==> config.mk <==
export PLATFORM = sky130hd
export DESIGN_NAME = msr_status_reg
export DESIGN_NICKNAME = d
export VERILOG_FILES = /design/src/rtl/msr_pkg.sv /design/src/rtl/msr_ctrl.sv /design/src/rtl/msr_datapath.sv /design/src/rtl/msr_status_reg.sv
export SDC_FILE = /design/constraint.sdc
export NUM_CORES = 1
export LEC_CHECK = 0
export ABC_CLOCK_PERIOD_IN_PS = 3400
export BUFFER_PORTS_ARGS = -buffer_cell sky130_fd_sc_hd__buf_2
export CORE_AREA = 2 2 77 79
export CTS_CLUSTER_DIAMETER = 80
export DETAILED_ROUTE_END_ITERATION = 10
export DIE_AREA = 0 0 79 81
export PLACE_DENSITY = 0.8
export SLEW_MARGIN = 30
export SYNTH_ARGS = -nofsm -noshare
export SYNTH_HDL_FRONTEND = slang
export SYNTH_SLANG_ARGS = --single-unit
==> constraint.sdc <==
create_clock -name clk -period 3.4 [get_ports clk]
set_input_delay 0.68 -clock clk [delete_from_list [all_inputs] [get_ports clk]]
set_output_delay 0.68 -clock clk [all_outputs]
set_load 0.005 [all_outputs]
==> src/rtl/msr_pkg.sv <==
package msr_pkg;

  // Field bit positions used by behaviour.
  localparam int FsLo = 13;
  localparam int XsLo = 15;
  localparam int VmLo = 24;
  localparam int VmW  = 5;

  // Writable in both generations: SIE, MIE, SPIE, MPIE, SPP, MPP, FS, MPRV, SUM, MXR.
  localparam logic [63:0] WrBase    = 64'h0000_0000_000E_79AA;
  // Trap-control bits (TVM, TW, TSR), newer generation only.
  localparam logic [63:0] WrTrapCtl = 64'h0000_0000_0070_0000;
  // Two extra bits present only on 64-bit harts.
  localparam logic [63:0] WrExt64   = 64'h0000_00C0_0000_0000;
  localparam logic [63:0] VmField   = 64'h0000_0000_1F00_0000;
  // Translation-related fields: MXR, MPP, MPRV, SUM.
  localparam logic [63:0] FlBase    = 64'h0000_0000_000E_1800;
  localparam logic [63:0] FlVirt64  = 64'h0000_0080_0000_0000;
  // Supervisor view without the summary bit.
  localparam logic [63:0] SupBase   = 64'h0000_0000_0005_E133;
  localparam logic [63:0] MxrBit    = 64'h0000_0000_0008_0000;

  typedef struct packed {
    logic doWrite;
    logic viaSup;
    logic markFp;
  } msrStrobe_t;

endpackage

==> src/rtl/msr_ctrl.sv <==
module msr_ctrl
  import msr_pkg::*;
(
  input  logic       clk,
  input  logic       rstN,
  input  logic       csrWrEn,
  input  logic       csrSupSel,
  input  logic       fpDirtySet,
  input  logic       diffHit,
  output msrStrobe_t strb,
  output logic       flushPulse
);

  always_comb begin
    strb.doWrite = csrWrEn;
    strb.viaSup  = csrWrEn & csrSupSel;
    strb.markFp  = fpDirtySet;
  end

  // One cycle per write that touches a translation-related field.
  always_ff @(posedge clk) begin
    if (!rstN) flushPulse <= 1'b0;
    else       flushPulse <= strb.doWrite & diffHit;
  end

endmodule

==> src/rtl/msr_datapath.sv <==
module msr_datapath
  import msr_pkg::*;
#(
  parameter int          XLEN    = 64,
  parameter logic [63:0] RST_VAL = 64'h0
) (
  input  logic            clk,
  input  logic            rstN,
  input  msrStrobe_t      strb,
  input  logic [XLEN-1:0] wrData,
  input  logic            specNew,
  output logic [XLEN-1:0] statusQ,
  output logic [XLEN-1:0] supView,
  output logic            diffHit
);

  localparam int TopBit = XLEN - 1;
  localparam logic [XLEN-1:0] SdMask = {1'b1, {(XLEN-1){1'b0}}};
  localparam logic [63:0] ExtW = (XLEN == 64) ? WrExt64  : 64'h0;
  localparam logic [63:0] ExtF = (XLEN == 64) ? FlVirt64 : 64'h0;
  localparam logic [XLEN-1:0] WrNew  = XLEN'(WrBase | WrTrapCtl | ExtW);
  localparam logic [XLEN-1:0] WrOld  = XLEN'(WrBase);
  localparam logic [XLEN-1:0] VmMask = XLEN'(VmField);
  localparam logic [XLEN-1:0] FlNew  = XLEN'(FlBase | ExtF);
  localparam logic [XLEN-1:0] FlOld  = XLEN'(FlBase | VmField);
  localparam logic [XLEN-1:0] SupOld = XLEN'(SupBase) | SdMask;
  localparam logic [XLEN-1:0] SupNew = SupOld | XLEN'(MxrBit);

  logic [XLEN-1:0] supMask, merged, wrMask, flMask, written, nextVal;
  logic [VmW-1:0]  vmReq;
  logic            vmOk;

  assign vmReq = merged[VmLo +: VmW];

  // Supported translation modes differ by register width.
  generate
    if (XLEN == 64) begin : g_vm64
      assign vmOk = (vmReq == 5'd0) || (vmReq == 5'd9) || (vmReq == 5'd10);
    end else begin : g_vm32
      assign vmOk = (vmReq == 5'd0) || (vmReq == 5'd8);
    end
  endgenerate

  always_comb begin
    supMask = specNew ? SupNew : SupOld;
    merged  = strb.viaSup ? ((statusQ & ~supMask) | (wrData & supMask)) : wrData;
    wrMask  = specNew ? WrNew : (WrOld | (vmOk ? VmMask : '0));
    flMask  = specNew ? FlNew : FlOld;
    diffHit = |((merged ^ statusQ) & flMask);
    written = (statusQ & ~wrMask) | (merged & wrMask);

    nextVal = strb.doWrite ? written : statusQ;
    if (strb.markFp) nextVal[FsLo +: 2] = 2'b11;
    if (strb.doWrite || strb.markFp)
      nextVal[TopBit] = (&nextVal[FsLo +: 2]) | (&nextVal[XsLo +: 2]);
  end

  always_ff @(posedge clk) begin
    if (!rstN) statusQ <= RST_VAL[XLEN-1:0];
    else       statusQ <= nextVal;
  end

  assign supView = statusQ & supMask;

endmodule

==> src/rtl/msr_status_reg.sv <==
module msr_status_reg
  import msr_pkg::*;
#(
  parameter int          XLEN    = 64,
  parameter logic [63:0] RST_VAL = 64'h0
) (
  input  logic            clk,
  input  logic            rstN,
  input  logic            csrWrEn,
  input  logic            csrSupSel,
  input  logic [XLEN-1:0] csrWrData,
  input  logic            specNew,
  input  logic            fpDirtySet,
  output logic [XLEN-1:0] statusOut,
  output logic [XLEN-1:0] supViewOut,
  output logic            tlbFlush
);

  msrStrobe_t strb;
  logic       diffHit;

  msr_ctrl ctrl_i (
    .clk        (clk),
    .rstN       (rstN),
    .csrWrEn    (csrWrEn),
    .csrSupSel  (csrSupSel),
    .fpDirtySet (fpDirtySet),
    .diffHit    (diffHit),
    .strb       (strb),
    .flushPulse (tlbFlush)
  );

  msr_datapath #(.XLEN(XLEN), .RST_VAL(RST_VAL)) dp_i (
    .clk     (clk),
    .rstN    (rstN),
    .strb    (strb),
    .wrData  (csrWrData),
    .specNew (specNew),
    .statusQ (statusOut),
    .supView (supViewOut),
    .diffHit (diffHit)
  );

endmodule

==> Word-level counts from Yosys, hierarchy flattened <==
Cells that the tools add are included.
{ "op_classes": {"eq_ne": 2, "mux": 8, "bitwise_logic": 14, "reduce_logical": 8} }
{ "op_table": {"columns": ["op", "count"], "rows": [
  ["AND 64 bit", 6],
  ["two-way mux 64 bit", 3],
  ["NOT 64 bit", 2],
  ["OR 64 bit", 2],
  ["OR reduction 64 bit", 1],
  ["bitwise XOR 64 bit", 1],
  ["two-way mux 40 bit", 1],
  ["two-way mux 29 bit", 1],
  ["two-way mux 20 bit", 1],
  ["equality test 5 x 4 -> 1 bit (second input constant)", 2],
  ["logical NOT 5 bit", 1],
  ["AND reduction 2 bit", 2],
  ["logical OR 1 bit", 3],
  ["AND 1 bit", 2],
  ["two-way mux 2 bit", 1],
  ["nonzero test 2 bit", 1],
  ["two-way mux 1 bit", 1],
  ["OR 1 bit", 1]
]} }
{ "word_totals": {"register_bits": 65, "inputBits": 70, "out_inout_bits": 129} }

==> Depth between registers and ports, before layout <==
Gate-level depths: netlist of the first run.
{ "depth": {"word_depth": 18, "ltp_mapped": 5} }

==> Modules after synthesis <==
From an unflattened synthesis of the first run, not the netlist that was laid out.
{ "hier_totals": {"cells_unflattened": 239, "area_unflattened_um2": 2058.2} }
{ "by_module_without_submodules": {"columns": ["module", "instances", "cells_per_inst", "area_each_um2", "seq_area_each_um2"], "rows": [
  ["msr_datapath", 1, 234, 2010.7, 460.4],
  ["msr_ctrl", 1, 5, 47.5, 20.0]
]} }

==> Least setup slack after synthesis of the first run <==
No wires, ideal clock.
{ "synth_path": {"path_kind": "input port to output port", "start": "in specNew", "end": "out supViewOut[19]", "arrival_ps": 994, "slack_ps": 1726, "cell_stages": 2, "n_path_buf": 1, "path_cell_list": "buf_2 -> and2_1"} }
{ "synth_via": {"elab_chain_cells": 2} }
{ "synth_rtl": {"columns": ["element", "line_no", "rtl"], "rows": [
  ["start: declaration", "msr_status_reg.sv:12", "input logic specNew,"],
  ["two-way mux 20 bit", "msr_datapath.sv:45", "supMask = specNew ? SupNew : SupOld;"],
  ["AND 64 bit", "msr_datapath.sv:63", "assign supView = statusQ & supMask;"],
  ["end: declaration", "msr_status_reg.sv:15", "output logic [XLEN-1:0] supViewOut,"]
]} }
Every way passes these cells.

==> Worst setup path after layout of the first run <==
Ends and elaborated chain as after synthesis.

==> run_results.csv, run 1 <==
group,metric,value,unit
logic_synthesis,synth-main-ff-cell,"dfxtp_1",
logic_synthesis,postSynth.asyncResetShare,0,%
clocking,cts_tree,"built",
clocking,clock_path_buffers,2,
place,dp_slack,1327,ps
grt,grt_pass1_vias,1160,
timing,fin_ws,1502,ps
floorplanning,coreArea,5675,um2
detailed_routing,detail-route-antenna-nets,0,
clocking,post_cts_buffers,0,
cells_and_area,num_antenna_cells,0,
clocking,cts_resized,0,
grt,grt_pass1_wl,5492,um
floorplanning,core.rowCount,28,
power,p_leak,1.093,nW
grt,grt_overflow,0,
cells_and_area,stdcell_area,1969,um2
logic_synthesis,seq_area_frac_synth,24.23,%
logic_synthesis,syn-instance-count,241,
logic_synthesis,synth.distinct_cells,32,
job,maxCapViolations,0,
clocking,cts.htree.levels,1,
logic_synthesis,yosysTopAreaCell,"buf_4",
place,placed_cell_area,1914,um2
clocking,clock_sinks,24,
grt,track_usage,10.89,%
critical_path,crit_path_start_kind,"input pin",
logic_synthesis,synth_common_cells,"buf_4 (104), nand2_1 (26), dfxtp_1 (24), xor2_1 (13), a21boi_0 (11)",
timing,report.final.slew_viol_count,0,
logic_synthesis,synth_edf_count,0,
clocking,clk_pin_slew,90,ps
place,gp_congestion,0.7202,
place,place_hpwl,2977,um
timing,min_period,1898,ps
logic_synthesis,synth.most_common_cell,"buf_4",
detailed_routing,drt-total-wl,3694,um
detailed_routing,route.detailed.drc,0,
floorplanning,ios,199,
place,placedCellCount,359,
timing,period_share,55.84,%
power,powerDensity,316.9,nW/um2
clocking,numCtsBuffers,3,
logic_synthesis,synth_seq_cells,24,
timing,tns,0,ps
grt,antenna_found_initial,0,
detailed_routing,num_vias,1428,
logic_synthesis,syn_area_per_cell,8.229,um2
timing,fin_worst_skew,1.511,ps
cells_and_area,final_cells,363,
detailed_routing,routedWlPerCell,10.18,um
critical_path,worstPathMaxFanout,12,
cells_and_area,layout.nets,359,
logic_synthesis,synth_top_area_share,39.37,%
detailed_routing,drt_pass1_iterations,4,
floorplanning,die_y,81,um
min_path,hold_path_class,"register to register",
logic_synthesis,yosysWarnings,0,
detailed_routing,drtIter0Drc,26,
cells_and_area,layout-drive-gt1-share,23.61,%
critical_path,cp-end-kind,"primary output",
critical_path,worst-endpoint-arrival,1220,ps
logic_synthesis,synthesis.area,1983,um2
logic_synthesis,synth_top_cells_by_area,"buf_4 (39%), dfxtp_1 (24%), xor2_1 (5.7%)",
clocking,cts_hold_buf,0,
grt,grt_max_degree,25,
cells_and_area,area_delta_synth_final,-0.6939,%
timing,setup_violations,0,
timing,rsz0062_at_grt,"no",
timing,hold_violations,0,
timing,max_freq,0.5267,GHz
clocking,cts-root-buf,"clkbuf_8",
power,power.total,624.1,uW
clocking,clkLatencyLatePin,260,ps
critical_path,required,2720,ps
detailed_routing,routed_via_density,3.934,
critical_path,worstSetupPathType,"input pin to primary output",
floorplanning,die_area,6399,um2
floorplanning,die_width,79,um
place,io_buffer_count,59,
floorplanning,start_util,34.94,%
status,run_status,"finished clean",
power,max-vdd-ir-drop,0.1612,mV
[stage by stage]
stage                     utilization (%)  hold slack [ps]
final                               34.70            471.0
after global routing                34.70            507.0
after CTS                           34.70            475.4
after detailed placement            33.73            462.3
after global placement              33.73            449.1
after floorplan                         -            459.9
[final cells by class]
class | instances | area, um2
clock buffers | 4 | 55.05
well taps | 75 | 93.84
multi-input cells | 200 | 1041
inverters | 1 | 3.754
repair buffers | 59 | 295.3
fillers | 613 | 3706
flip-flops and latches | 24 | 480.5
[placed cells by master, fill, tap and decap left out]
cell type  count
clkbuf_8       4
and2b_2        1
and2_1         1
mux2i_1        6
a221oi_2       1
xor2_1        13
o2111a_1       1
nand3b_1       2
a41o_1         1
o21a_1         4
conb_1        97
nor4_1         1
o31ai_1        2
a21boi_1       1
and4b_1        1
nor2_1         5
a21oi_1        2
buf_2         59
dfxtp_1       24
or3b_1         1
mux2_2         2
inv_1          1
nor4b_1        1
a31oi_1        3
a21boi_0      11
o21ai_0        4
nor2b_1        6
nand3_1        5
nand2_1       26
a21o_1         1
nor3_2         1
[critical path, stage by stage]
cell	delay [ps]
buf_2	240
and2_1	180
buf_2	110
[per-layer routing]
metal	GRT usage, %	share of wire (%)
met1	13.83	39
met2	18.81	49
met3	2.778	11
met4	2.069	0.30
met5	0	0
[cell families (layout without fill, tap and decap cells)]
| group | after synthesis | after routing | share of synthesized area, % |
|---|---|---|---|
| buffers and inverters | 113 | 64 | 41.45 |
| AND/OR/NAND/NOR | 51 | 51 | 12.74 |
| AO/OA/AOI/OAI | 31 | 31 | 11.48 |
| flip-flops | 24 | 24 | 24.23 |
| XOR/XNOR | 13 | 13 | 5.741 |
| multiplexers | 8 | 8 | 4.164 |
| other | 1 | 97 | 0.1891 |
[worst paths after layout]
check / from / endpoint / slack (ps) / cells after the start
setup reg to reg: register / register / 2180 / 4
hold reg to reg: register / register / 470 / 2
hold / removal: register / register / 470 / 2
setup / recovery: specNew / supViewOut[19] / 1500 / 3
[report_power, final]
part	total [mW]	internal (mW)	switching [mW]	leakage [nW]
combinational	0.124	0.0471	0.0773	0.867
sequential	0.301	0.293	0.00815	0.197
clock	0.199	0.103	0.0953	0.0288
total	0.624	0.443	0.181	1.09
Power figures use the tool's default switching activity.
==> run 2, diff against run 1 <==
--- a/config.mk
+++ b/config.mk
@@ -5,13 +5,13 @@
 export SDC_FILE = /design/constraint.sdc
 export NUM_CORES = 1
 export LEC_CHECK = 0
-export ABC_CLOCK_PERIOD_IN_PS = 3400
+export ABC_CLOCK_PERIOD_IN_PS = 1750
 export BUFFER_PORTS_ARGS = -buffer_cell sky130_fd_sc_hd__buf_2
-export CORE_AREA = 2 2 77 79
+export CORE_AREA = 2 2 78 80
 export CTS_CLUSTER_DIAMETER = 80
 export DETAILED_ROUTE_END_ITERATION = 10
-export DIE_AREA = 0 0 79 81
-export PLACE_DENSITY = 0.8
+export DIE_AREA = 0 0 80 82
+export PLACE_DENSITY = 0.79
 export SLEW_MARGIN = 30
 export SYNTH_ARGS = -nofsm -noshare
 export SYNTH_HDL_FRONTEND = slang
==> constraint.sdc (replaced) <==
create_clock -name clk -period 1.75 [get_ports clk]
set_input_delay 0.35 -clock clk [delete_from_list [all_inputs] [get_ports clk]]
set_output_delay 0.35 -clock clk [all_outputs]
set_load 0.005 [all_outputs]
==> run 2 against run 1 <==
  * Clock skew down 0.70 ps
  * Cell count rose by 0.83%
  * Die area increased by 2.5%
  * Critical path depth rose by 1
  * Non-clock buffer count increased by 3
  * Power increased by 93%
  * Final area grew 1.1%
  * Global-route usage fell by 0.67 points
  * Sequential cell count unchanged
  * Via count down 2.8%
  * Critical endpoint unchanged
  * Largest power group unchanged
  * Highest routed layer is now met3
==> run_results.csv, run 2 (synthesis results as in run 1) <==
group,metric,value,unit
floorplanning,core.rowCount,28,
clocking,clk_pin_slew,90,ps
timing,max_freq,0.7842,GHz
power,p_int,865.5,uW
clocking,cts_resized,0,
critical_path,worstPathMaxFanout,10,
power,powerDensity,605.6,nW/um2
cells_and_area,num_antenna_cells,0,
clocking,post_cts_buffers,0,
floorplanning,start_util,34.52,%
detailed_routing,detail-route-antenna-nets,0,
power,max-vdd-ir-drop,0.3640,mV
clocking,clkLatencyLatePin,260,ps
min_path,hold_path_class,"input pin to register",
job,maxCapViolations,0,
power,comb_power_share,20.2,%
floorplanning,coreArea,5746,um2
floorplanning,die_area,6560,um2
detailed_routing,num_vias,1388,
critical_path,worstSetupPathType,"input pin to primary output",
clocking,cts_tree,"built",
critical_path,r2r_slack,510,ps
timing,rsz0062_at_grt,"no",
detailed_routing,routedWlPerCell,10.06,um
floorplanning,ios,199,
status,run_status,"finished clean",
power,p_leak,1.107,nW
cells_and_area,most-common-layout-cells,"conb_1 (97), buf_2 (59), nand2_1 (26)",
cells_and_area,layout.nets,362,
cells_and_area,final_common_cell,"conb_1",
detailed_routing,drtIter0Drc,80,
detailed_routing,route.detailed.drc,0,
timing,period_share,72.86,%
timing,setup_violations,0,
clocking,cts.htree.levels,1,
clocking,cts-root-buf,"clkbuf_8",
floorplanning,die_y,82,um
timing,tns,0,ps
timing,fin_worst_skew,0.8144,ps
grt,grt_pass1_wl,5375,um
cells_and_area,area_delta_synth_final,0.4416,%
timing,report.final.slew_viol_count,0,
critical_path,crit_path_start_kind,"input pin",
critical_path,worst-endpoint-arrival,930,ps
power,p_switching,340.8,uW
grt,track_usage,10.21,%
place,io_buffer_count,59,
detailed_routing,drt_pass1_iterations,4,
grt,grt_max_degree,25,
grt,grt_pass1_vias,1121,
grt,antenna_found_initial,0,
clocking,clock_path_buffers,2,
clocking,numCtsBuffers,3,
power,power_frac_seq,48.4,%
cells_and_area,layout-drive-gt1-share,24.40,%
critical_path,required,1400,ps
clocking,clock_sinks,24,
critical_path,cp-end-kind,"primary output",
clocking,cts_hold_buf,0,
timing,min_period,1275,ps
cells_and_area,fill_cells,622,
place,place_hpwl,3016,um
timing,hold_violations,0,
place,gp_congestion,0.8447,
power,sw_frac_of_total,28.25,%
cells_and_area,fin_util,34.67,%
grt,grt_overflow,0,
detailed_routing,routed_via_density,3.792,
floorplanning,die_width,80,um
detailed_routing,drt-total-wl,3683,um
power,power.total,1.206,mW
power,pwr-share-clk,31.4,%
==> run 2: layer usage <==
metal	track usage, %	vias up	wire length [um]
met5	0	-	0
met4	1.695	0	0
met3	2.527	0	398
met2	17.42	93	1786
met1	13.27	619	1498
li1	-	676	-
==> run 2: power groups by stage <==
stage	clock network, mW	registers (mW)	logic, mW
after global placement	0	0.596	0.236
after global routing	0.423	0.587	0.284
after floorplan	0	0.599	0.316
after CTS	0.401	0.584	0.241
after detailed placement	0	0.597	0.240
final	0.379	0.584	0.244
==> run 2: path summary, 6_finish.rpt <==
path	depth (start not counted)	end	startpoint
max	4	supViewOut[19]	specNew
min	2	dp_i.statusQ[63]	fpDirtySet
max reg2reg	4	register	register
min reg2reg	2	register	register
==> run 2: layout make-up <==
cell class                      count  area, um2  share of cell area, %
Multi-Input combinational cell    200       1041                  52.26
Sequential cell                    24      480.5                  24.12
Timing Repair Buffer               62      317.8                  15.95
Tap cell                           75      93.84                  4.711
Clock buffer                        4      55.05                  2.764
Inverter                            1      3.754                 0.1884
==> run 2: through the flow <==
step	worst slack [ps]	instances	hold WS (ps)	instance area (um2)
after global placement	361.1	362	448.7	1937
after global routing	336.4	366	322.8	1992
final	474.9	366	327.8	1992
after floorplan	461.5	337	459.9	2344
after CTS	468.0	366	319.6	1992
after detailed placement	313.1	362	460.1	1937
==> run 2: worst max-delay path, cell delays in order <==
cell,delay [ps]
buf_2,130
buf_4,170
and2_1,150
buf_2,120
==> run 3, diff against run 2 <==
--- a/config.mk
+++ b/config.mk
@@ -5,7 +5,7 @@
 export SDC_FILE = /design/constraint.sdc
 export NUM_CORES = 1
 export LEC_CHECK = 0
-export ABC_CLOCK_PERIOD_IN_PS = 1750
+export ABC_CLOCK_PERIOD_IN_PS = 1300
 export BUFFER_PORTS_ARGS = -buffer_cell sky130_fd_sc_hd__buf_2
 export CORE_AREA = 2 2 78 80
 export CTS_CLUSTER_DIAMETER = 80
==> constraint.sdc (replaced) <==
create_clock -name clk -period 1.3 [get_ports clk]
set_input_delay 0.26 -clock clk [delete_from_list [all_inputs] [get_ports clk]]
set_output_delay 0.26 -clock clk [all_outputs]
set_load 0.005 [all_outputs]
==> run 3 against run 2 <==
  * Core utilization up 0.74 points
  * Power up 36%
  * Critical path depth unchanged
  * Critical path type is now register to register
  * Largest power group unchanged
  * Highest routed layer is now met4
==> run_results.csv, run 3 (synthesis results as in run 1) <==
group,metric,value,unit
power,max-vdd-ir-drop,0.5228,mV
clocking,cts.htree.levels,1,
min_path,min_path_cells,2,
timing,report.final.slew_viol_count,0,
status,run_status,"finished clean",
cells_and_area,fill_cells,624,
power,power.total,1.636,mW
timing,fin_ws,112.6,ps
timing,period_share,91.34,%
power,p_leak,1.130,nW
power,pwr-share-clk,31.2,%
clocking,clkLatencyLatePin,260,ps
detailed_routing,drt_pass1_iterations,4,
power,p_switching,463.0,uW
critical_path,cp-end-kind,"register",
clocking,clk_pin_slew,90,ps
floorplanning,coreArea,5746,um2
cells_and_area,final_cells,369,
cells_and_area,multiInputGateArea,1047,um2
critical_path,required,1460,ps
detailed_routing,routed_via_density,3.840,
critical_path,worstSetupPathType,"register to register",
timing,setup_violations,0,
min_path,hold_path_class,"input pin to register",
cells_and_area,final_common_cell,"conb_1",
detailed_routing,drtIter0Drc,51,
timing,max_freq,0.8421,GHz
place,placedCellCount,365,
cells_and_area,stdcell_area,2034,um2
grt,grt_pass1_vias,1133,
power,sw_frac_of_total,28.29,%
floorplanning,core.rowCount,28,
clocking,cts_tree,"built",
detailed_routing,route.detailed.drc,0,
clocking,numCtsBuffers,3,
timing,fin_hold_ws,235.2,ps
grt,grt_max_degree,25,
critical_path,r2r_slack,110,ps
detailed_routing,routedWlPerCell,10.29,um
cells_and_area,most-common-layout-cells,"conb_1 (97), buf_2 (59), nand2_1 (26)",
grt,grt_pass1_wl,5437,um
timing,fin_worst_skew,1.449,ps
power,power_frac_seq,48.1,%
place,placed_cell_area,1972,um2
min_path,min_to,"dp_i.statusQ[14]",
place,dp_slack,-33.25,ps
clocking,cts-root-buf,"clkbuf_8",
floorplanning,ios,199,
grt,use_met2,18.08,%
grt,antenna_found_initial,0,
job,maxCapViolations,0,
floorplanning,die_y,82,um
critical_path,worstPathMaxFanout,6,
critical_path,crit_path_start_kind,"register",
timing,hold_violations,0,
power,p_int,1.173,mW
floorplanning,start_util,34.52,%
detailed_routing,num_vias,1417,
timing,rsz0062_at_grt,"no",
min_path,worstHoldStart,"fpDirtySet",
clocking,clock_path_buffers,2,
critical_path,r2r_cells,4,
cells_and_area,area_delta_synth_final,2.587,%
place,gp_congestion,0.8702,
critical_path,worst-endpoint-arrival,1350,ps
detailed_routing,detail-route-antenna-nets,0,
grt,track_usage,10.58,%
floorplanning,die_width,80,um
grt,grtUsageMet3,2.308,%
cells_and_area,layout.nets,365,
power,comb_power_share,20.7,%
power,powerDensity,804.3,nW/um2
place,io_buffer_count,59,
cells_and_area,num_antenna_cells,0,
detailed_routing,drt-total-wl,3797,um
cells_and_area,layout-drive-gt1-share,25.85,%
floorplanning,die_area,6560,um2
grt,use_met1,13.34,%
clocking,clock_sinks,24,
cells_and_area,regArea,481.7,um2
grt,grt.busiest_layer,"met2",
grt,grt_overflow,0,
timing,min_period,1187,ps
place,place_hpwl,3020,um
[run 3: how the worst max path moves through the flow]
stage,start,to,slack [ps]
2_1_floorplan,csrWrData[25],register,100
3_3_place_gp,csrSupSel,register,10
3_5_place_dp,specNew,register,-30
4_1_cts,register,register,60
5_1_grt,dp_i.statusQ[19],ctrl_i.flushPulse,30
6_report,register,register,110
[run 3: area by class of cell]
cell class / count / area share (%)
clock buffer: 4 / 2.706
inverter: 1 / 0.1845
multi-input combinational: 200 / 51.48
sequential: 24 / 23.68
tap: 75 / 4.613
timing repair buffer: 65 / 17.34
[run 3: per-stage QoR]
step / setup TNS, ps / util, %
after floorplan: 0 / -
after global placement: 0 / 34.32
after detailed placement: -89.65 / 34.32
after CTS: 0 / 35.28
after global routing: 0 / 35.41
final: 0 / 35.41
[run 3: worst max-delay path, stage by stage (launching register included)]
cell,delay (ps)
dfxtp_1,380
xor2_1,180
o2111a_1,240
a221oi_2,210
nor2_1,70
[run 3: power by group through the flow]
| stage | Sequential (mW) | Clock (mW) | Combinational [mW] |
|---|---|---|---|
| detailed placement | 0.804 | 0 | 0.333 |
| floorplan | 0.807 | 0 | 0.426 |
| CTS | 0.787 | 0.536 | 0.334 |
| finish | 0.786 | 0.511 | 0.339 |
| global placement | 0.802 | 0 | 0.328 |
| global route | 0.792 | 0.575 | 0.395 |
[run 3: routing by layer]
layer,vias to the layer above,wire length (um)
met4,0,12
met3,2,288
met2,95,1902
met5,-,0
met1,635,1595
li1,685,-
[run 3: what timing repair did]
action	in CTS	in global routing
setup endpoints to repair	0	3
setup buffers	0	0
gates resized for setup	0	2
hold buffers	0	0
